### src/rtl/pfl_pkg.sv
package pfl_pkg;
  localparam int unsigned MASK_W = 8;
  localparam int unsigned OP_W   = 3;

  typedef enum logic [OP_W-1:0] {
    OP_NOP   = 3'd0,
    OP_FLAGS = 3'd1,
    OP_LIT_HI = 3'd2,
    OP_LIT_LO = 3'd3,
    OP_LIT_WD = 3'd4,
    OP_CAP   = 3'd5
  } op_e;

  localparam logic [1:0] PRED_A    = 2'b00;
  localparam logic [1:0] PRED_Z    = 2'b01;
  localparam logic [1:0] PRED_B    = 2'b10;
  localparam logic [1:0] PRED_TRUE = 2'b11;
endpackage

### src/rtl/pfl_pred.sv
module pfl_pred
  import pfl_pkg::*;
(
  input  logic [1:0] pred_i,
  input  logic       a_i,
  input  logic       b_i,
  input  logic       z_i,
  output logic       ok_o
);
  always_comb begin
    unique case (pred_i)
      PRED_A:  ok_o = a_i;
      PRED_B:  ok_o = b_i;
      PRED_Z:  ok_o = z_i;
      default: ok_o = 1'b1;
    endcase
  end
endmodule

### src/rtl/pfl_flag_term.sv
module pfl_flag_term
  import pfl_pkg::*;
(
  input  logic [MASK_W-1:0] mask_i,
  input  logic              a_i,
  input  logic              b_i,
  input  logic              s_i,
  input  logic              z_i,
  output logic              val_o
);
  logic [MASK_W-1:0] terms;

  // msb first: A, ~A, B, ~B, S, ~S, Z, ~Z
  assign terms = {a_i, ~a_i, b_i, ~b_i, s_i, ~s_i, z_i, ~z_i};
  assign val_o = |(mask_i & terms);
endmodule

### src/rtl/pfl_lit_mux.sv
module pfl_lit_mux
  import pfl_pkg::*;
#(
  parameter int unsigned DATA_W = 37,
  parameter int unsigned HI_W   = 18,
  localparam int unsigned LO_W  = DATA_W - HI_W
) (
  input  logic [OP_W-1:0]   op_i,
  input  logic [LO_W-1:0]   lit_i,
  input  logic [1:0]        sel_i,
  input  logic [DATA_W-1:0] data_i,
  input  logic [DATA_W-1:0] cur_i,
  output logic [DATA_W-1:0] nxt_o,
  output logic              ld_o
);
  logic [DATA_W-1:0] word_v;

  // whole-word load: sel[1] picks the half, sel[0] is the fill value
  always_comb begin
    if (!sel_i[1]) word_v = {lit_i[HI_W-1:0], {LO_W{sel_i[0]}}};
    else           word_v = {{HI_W{sel_i[0]}}, lit_i};
  end

  always_comb begin
    nxt_o = cur_i;
    ld_o  = 1'b1;
    unique case (op_i)
      OP_LIT_HI: nxt_o = {lit_i[HI_W-1:0], cur_i[LO_W-1:0]};
      OP_LIT_LO: nxt_o = {cur_i[DATA_W-1:LO_W], lit_i};
      OP_LIT_WD: nxt_o = word_v;
      OP_CAP:    nxt_o = data_i;
      default:   ld_o  = 1'b0;
    endcase
  end
endmodule

### src/rtl/pfl_unit.sv
module pfl_unit
  import pfl_pkg::*;
#(
  parameter int unsigned DATA_W = 37,
  parameter int unsigned HI_W   = 18,
  localparam int unsigned LO_W  = DATA_W - HI_W
) (
  input  logic              clk_i,
  input  logic              rst_ni,
  input  logic              exec_i,
  input  logic [OP_W-1:0]   op_i,
  input  logic [1:0]        pred_i,
  input  logic [MASK_W-1:0] next_a_i,
  input  logic [MASK_W-1:0] next_b_i,
  input  logic [LO_W-1:0]   lit_i,
  input  logic [1:0]        sel_i,
  input  logic [DATA_W-1:0] data_i,
  input  logic              zero_i,
  output logic              pred_ok_o,
  output logic              flag_a_o,
  output logic              flag_b_o,
  output logic              flag_s_o,
  output logic              flag_z_o,
  output logic [DATA_W-1:0] data_o
);
  localparam int unsigned N_PROG = 2;

  logic [DATA_W-1:0] d_q, d_nxt;
  logic              a_q, b_q, s_q;
  logic              ld;
  logic              fire;
  logic [MASK_W-1:0] masks [N_PROG];
  logic [N_PROG-1:0] flag_nxt;

  assign masks[0] = next_a_i;
  assign masks[1] = next_b_i;

  pfl_pred i_pred (
    .pred_i (pred_i),
    .a_i    (a_q),
    .b_i    (b_q),
    .z_i    (zero_i),
    .ok_o   (pred_ok_o)
  );

  for (genvar g = 0; g < N_PROG; g++) begin : g_flag
    pfl_flag_term i_term (
      .mask_i (masks[g]),
      .a_i    (a_q),
      .b_i    (b_q),
      .s_i    (s_q),
      .z_i    (zero_i),
      .val_o  (flag_nxt[g])
    );
  end

  pfl_lit_mux #(.DATA_W(DATA_W), .HI_W(HI_W)) i_mux (
    .op_i   (op_i),
    .lit_i  (lit_i),
    .sel_i  (sel_i),
    .data_i (data_i),
    .cur_i  (d_q),
    .nxt_o  (d_nxt),
    .ld_o   (ld)
  );

  assign fire = exec_i & pred_ok_o;

  always_ff @(posedge clk_i or negedge rst_ni) begin
    if (!rst_ni) begin
      d_q <= '0;
      s_q <= 1'b0;
    end else if (fire && ld) begin
      d_q <= d_nxt;
      s_q <= d_nxt[DATA_W-1];
    end
  end

  always_ff @(posedge clk_i or negedge rst_ni) begin
    if (!rst_ni) begin
      a_q <= 1'b0;
      b_q <= 1'b0;
    end else if (fire && op_i == OP_FLAGS) begin
      a_q <= flag_nxt[0];
      b_q <= flag_nxt[1];
    end
  end

  assign flag_a_o = a_q;
  assign flag_b_o = b_q;
  assign flag_s_o = s_q;
  assign flag_z_o = zero_i;
  assign data_o   = d_q;
endmodule

### config.mk
export PLATFORM = sky130hd
export DESIGN_NAME = pfl_unit
export DESIGN_NICKNAME = d
export VERILOG_FILES = /design/src/rtl/pfl_pkg.sv /design/src/rtl/pfl_pred.sv /design/src/rtl/pfl_flag_term.sv /design/src/rtl/pfl_lit_mux.sv /design/src/rtl/pfl_unit.sv
export SDC_FILE = /design/constraint.sdc
export NUM_CORES = 1
export LEC_CHECK = 0
export ABC_AREA = 1
export CAP_MARGIN = 15
export CORE_UTILIZATION = 39
export CTS_CLUSTER_DIAMETER = 120
export CTS_CLUSTER_SIZE = 14
export DETAILED_ROUTE_END_ITERATION = 10
export PLACE_DENSITY = 0.78
export SLEW_MARGIN = 20
export SYNTH_ARGS = -nofsm -noshare
export SYNTH_HDL_FRONTEND = slang
export SYNTH_SLANG_ARGS = --single-unit
export TNS_END_PERCENT = 100
### constraint.sdc
create_clock -name clk_i -period 1.15 [get_ports clk_i]
set_input_delay 0.1725 -clock clk_i [delete_from_list [all_inputs] [get_ports clk_i]]
set_output_delay 0.1725 -clock clk_i [all_outputs]
set_load 0.02 [all_outputs]
Word-level counts from Yosys, hierarchy flattened

Cells that the tools add are included.

Flip-flop bits (word level): 39
Bits in latches: 0
RAM bits: 0
ROM bits: 0
Input port bits: 83
Output and inout bits: 42
Memories kept: 0

Add/subtract/negate cells: 0
$mul: 0
Div/mod/pow operators: 0
Magnitude comparators: 0
Equality and inequality tests: 7
Shift-type cells: 0
Mux-type cells: 4
Bitwise gates (word level): 9
Reduce and logical (&&, ||, !) cells: 10

Operator list:

| operator                                                               | count |
|---|---|
| 37-bit case mux with 4 select lines                                    | 1 |
| 37-bit two-way mux                                                     | 1 |
| 8-bit AND                                                              | 2 |
| 8-bit OR reduction                                                     | 2 |
| 3-bit by 2-bit equality test with 1-bit output (second input constant) | 2 |
| 3-bit equality test (second input constant)                            | 2 |
| 1-bit inverter                                                         | 6 |
| 3-bit AND reduction                                                    | 2 |
| 3-bit nonzero test                                                     | 2 |
| 4-bit OR reduction                                                     | 1 |
| 3-bit by 1-bit equality test with 1-bit output (second input constant) | 1 |
| 1-bit case mux with 3 select lines                                     | 1 |
| 2-bit by 1-bit equality test with 1-bit output (second input constant) | 1 |
| 2-bit equality test (second input constant)                            | 1 |
| 1-bit logical AND                                                      | 2 |
| 2-bit logical NOT                                                      | 1 |
| 1-bit AND                                                              | 1 |
| 1-bit two-way mux                                                      | 1 |

Longest topological paths before layout

Depth after elaboration: 5
Gate-level depth with buffers: 9
Gate-level depth less buffers: 7

Cells and area by module

A second synthesis with hierarchy kept.

Cells, all modules: 573
Area, all modules: 3393.3 µm²

By module, submodules not included:

| module        | instances | cells each | area each (µm²) | sequential area each (µm²) |
|---|---|---|---|---|
| pfl_unit      | 1         | 172        | 1699.1          | 975.9 |
| pfl_lit_mux   | 1         | 358        | 1530.2          | 0.0 |
| pfl_flag_term | 2         | 19         | 71.3            | 0.0 |
| pfl_pred      | 1         | 5          | 21.3            | 0.0 |

Worst setup path after synthesis

No wires, ideal clock.

Kind: register to register
From: reg a_q (netlist: flag_a_o)
To: reg d_q[36] (netlist: data_o[36])
Library setup time: 0.117 ns
Arrival: 1.383 ns
Required time: 1.033 ns
Setup slack: -0.350 ns
Stages on the path, launching flop included: 7
Path buffers: 1
Period minus slack after synthesis: 1.500 ns
Path through: dfrtp_1 > nand2_1 > nand3_1 > nand3_2 > buf_4 > nand2_1 > nand2_1

Cells in the longest elaborated chain, start to end: 4

Ends and longest elaborated chain:

| element                              | RTL line       | RTL |
|---|---|---|
| start, declared                      | pfl_unit.sv:29 | `logic a_q, b_q, s_q;` |
| start signal, assigned               | pfl_unit.sv:84 | `a_q <= flag_nxt[0];` |
| 1-bit case mux with 3 select lines   | pfl_pred.sv:11 | `unique case (pred_i)` |
| via pred_ok_o                        | pfl_unit.sv:19 | `output logic pred_ok_o,` |
| 1-bit AND                            | pfl_unit.sv:67 | `assign fire = exec_i & pred_ok_o;` |
| 1-bit logical AND                    | pfl_unit.sv:73 | `end else if (fire && ld) begin` |
| 3-bit AND reduction (no source line) | -              |  |
| end signal, assigned                 | pfl_unit.sv:74 | `d_q <= d_nxt;` |
| end, declared                        | pfl_unit.sv:28 | `logic [DATA_W-1:0] d_q, d_nxt;` |

The timed path passes the listed nets, and every way through them passes these cells.
A chain may end at the register's enable or synchronous reset.

Worst setup path after layout

From: reg b_q (netlist: flag_b_o)
To: reg d_q[32] (netlist: data_o[32])

Cells in the longest elaborated chain, start to end: 4

Ends and longest elaborated chain:

| element                              | RTL line       | RTL |
|---|---|---|
| start, declared                      | pfl_unit.sv:29 |  |
| start signal, assigned               | pfl_unit.sv:85 | `b_q <= flag_nxt[1];` |
| 1-bit case mux with 3 select lines   | pfl_pred.sv:11 |  |
| 1-bit AND                            | pfl_unit.sv:67 |  |
| 1-bit logical AND                    | pfl_unit.sv:73 |  |
| 3-bit AND reduction (no source line) | -              |  |

No other way between the ends.

==> qor.yml <==
multiInputGateArea_um2: 1962
clk_path_buf_depth: 2
arrival_ns: 1.59
root_buffer: "clkbuf_8"
max_cap_violations: 0
gr-total-overflow: 0
worstSetupStartpointType: "register"
yosys_warnings: 0
nets: 707
cts_inserted_buffers: 5
cts_tree: "built"
syn_area_per_cell_um2: 6.170
grt_pass1_vias: 3809
grt_pass1_wl_mm: 18.44
finalInstanceArea_um2: 4795
p_sw_share_pct: 39.62
seqPwrFrac_pct: 32.3
place.gp.congestion: 0.9046
syn-num-nets: 549
die_w_um: 87.87
synth_cell_types: 19
drive_above_1_share_pct: 24.52
p_int_mw: 3.690
wire_per_inst_um: 16.47
pre_cts_ws_ns: -0.6618
slew_viol_final: 0
final.setup.worst_slack_ns: -0.2026
grt_start_max_net_pins: 40
cts.sinks: 39
ys_seq_area_share_pct: 33.94
antenna_cells: 0
place_area_um2: 4303
clockPowerShare_pct: 18.5
final_cell_mix: "nand2_1 (191), nor2_1 (79), clkdlybuf4s50_1 (74)"
rsz0062_at_grt: "yes"
via_per_inst: 5.375
area_growth_pct: 66.75
start_util_pct: 41.41
reg2reg_depth: 9
drc: 0
status: "finished, violations left"
finalHoldWorstSlack_ns: 0.3687
port_buffers: 124
synth_cells: 466
clock.fmax_ghz: 0.7393
htree_levels: 2
cts.reportedPaths.clkPinSlew_ns: 0.08
fp-row-count: 30
period_needed_ns: 1.353
ir_drop_uv: 912.7
fp.dieH_um: 87.87
cp-end-kind: "register"
power_frac_comb_pct: 49.2
min_period_over_period_pct: 117.6
grt_use_total_pct: 31.58
crit_type: "register to register"
cp.required_ns: 1.38
vias: 3870
fillCellCount: 567
setup_tns_ns: -5.388
core_um2: 6944
violations: "setup timing"
die_area_um2: 7720
powerDensity_nw_per_um2: 1275
drtAntennaViolNets: 0
syn_area_um2: 2875
p_leak_nw: 2.415
hold_viol: 0
drtIter0Drc: 440
wirelength_mm: 11.86
skew_ns: 0.005464
dpl.hpwl_mm: 6.771
ios: 125
antenna_found_initial: 0
clk-insertion-delay-late_ns: 0.29
hold_path.class: "primary input to async pin"
regArea_um2: 978.4
tightest_slew_ns: 0.3263
first_pass_iters: 6
fin_util_pct: 69.05
crit_fanout: 5
timing.reg2reg.setup_slack_ns: -0.20
p_sw_mw: 2.422
setup_viol: 42
maxSlewHeadroom_pct: 78.08
synth-seq-cells: 39
final_common_cell: "nand2_1"
[critical path, stage by stage (launching register included)]
cell	delay (ns)
dfrtp_2	0.41
nand2_4	0.06
buf_6	0.12
nand3_4	0.06
nand3_4	0.10
nor2_4	0.16
buf_6	0.15
buf_12	0.12
nand2_2	0.05
nand2_2	0.06
[per-layer routing]
layer	track usage (%)	wire (um)	share of wire [%]
met3	5.090	1165	9.8
met1	37.81	4401	37
met5	0	0	0
met4	16.10	461	3.9
met2	54.62	5831	49
[stage by stage]
step | total power, mW | cells
detailed placement | 4.697 | 685
finish | 6.112 | 720
floorplan | 3.278 | 466
CTS | 6.032 | 717
global route | 6.438 | 720
global placement | 4.657 | 685
[kinds of logic (layout without fill, tap and decap cells)]
family	count (synthesis)	count (layout)	share of synthesized area [%]
AOI/OAI and AO/OA	9	9	1.566
DFF	39	39	33.94
buffers and inverters	41	189	9.443
and+or+nand+nor	377	387	55.05
[final timing paths]
| kind | startpoint | endpoint |
|---|---|---|
| max | flag_b_o | data_o[32] |
| min | rst_ni | data_o[4] |
| max reg2reg | flag_b_o | data_o[32] |
| min reg2reg | data_o[12] | data_o[12] |
| max in group asynchronous | rst_ni | flag_b_o |
| min in group clk_i | data_o[12] | data_o[12] |
[cell usage after synthesis]
master,count,area share [%]
nand2_2,1,0.22
nand3_1,59,10
nor2_4,1,0.39
inv_2,3,0.39
nor2_1,80,10
nor2_8,3,2.1
buf_4,5,1.3
o21ai_0,9,1.6
clkbuf_1,1,0.13
inv_1,14,1.8
nand3b_1,1,0.26
inv_4,1,0.22
nor3_1,1,0.17
buf_6,12,4.7
nand2_1,225,29
dfrtp_1,39,34
nand3_2,4,1.4
nor2_2,2,0.44
buf_2,5,0.87
[power by group through the flow]
| stage | Combinational (mW) | Clock (mW) | Sequential (mW) |
|---|---|---|---|
| final | 3.00 | 1.13 | 1.97 |
| after global routing | 3.21 | 1.21 | 2.01 |
| after CTS | 2.94 | 1.14 | 1.96 |
| after detailed placement | 2.72 | 0 | 1.98 |
| after global placement | 2.68 | 0 | 1.98 |
| after floorplan | 0.846 | 0 | 2.43 |
[sequential cells by signal, summed over array words and instances (netlist names)]
signal / flops
data_o: 37
flag_b_o: 1
flag_a_o: 1
[layout make-up]
type,instances,share of cell area [%]
timing repair buffer,164,32.52
tap,96,2.505
clock buffer,6,1.514
inverter,18,1.514
multi-input combinational,396,40.92
sequential,39,20.41
clock inverter,1,0.6263
[timing repair]
item	in CTS	in global routing
pin swaps	19	19
setup endpoints to repair	81	75
gates resized for setup	153	67
buffers inserted	14	3
hold buffers	1	0
gates cloned	11	1
endpoints found under the hold margin	39	0
No activity file was read; power rests on OpenSTA's default activity.
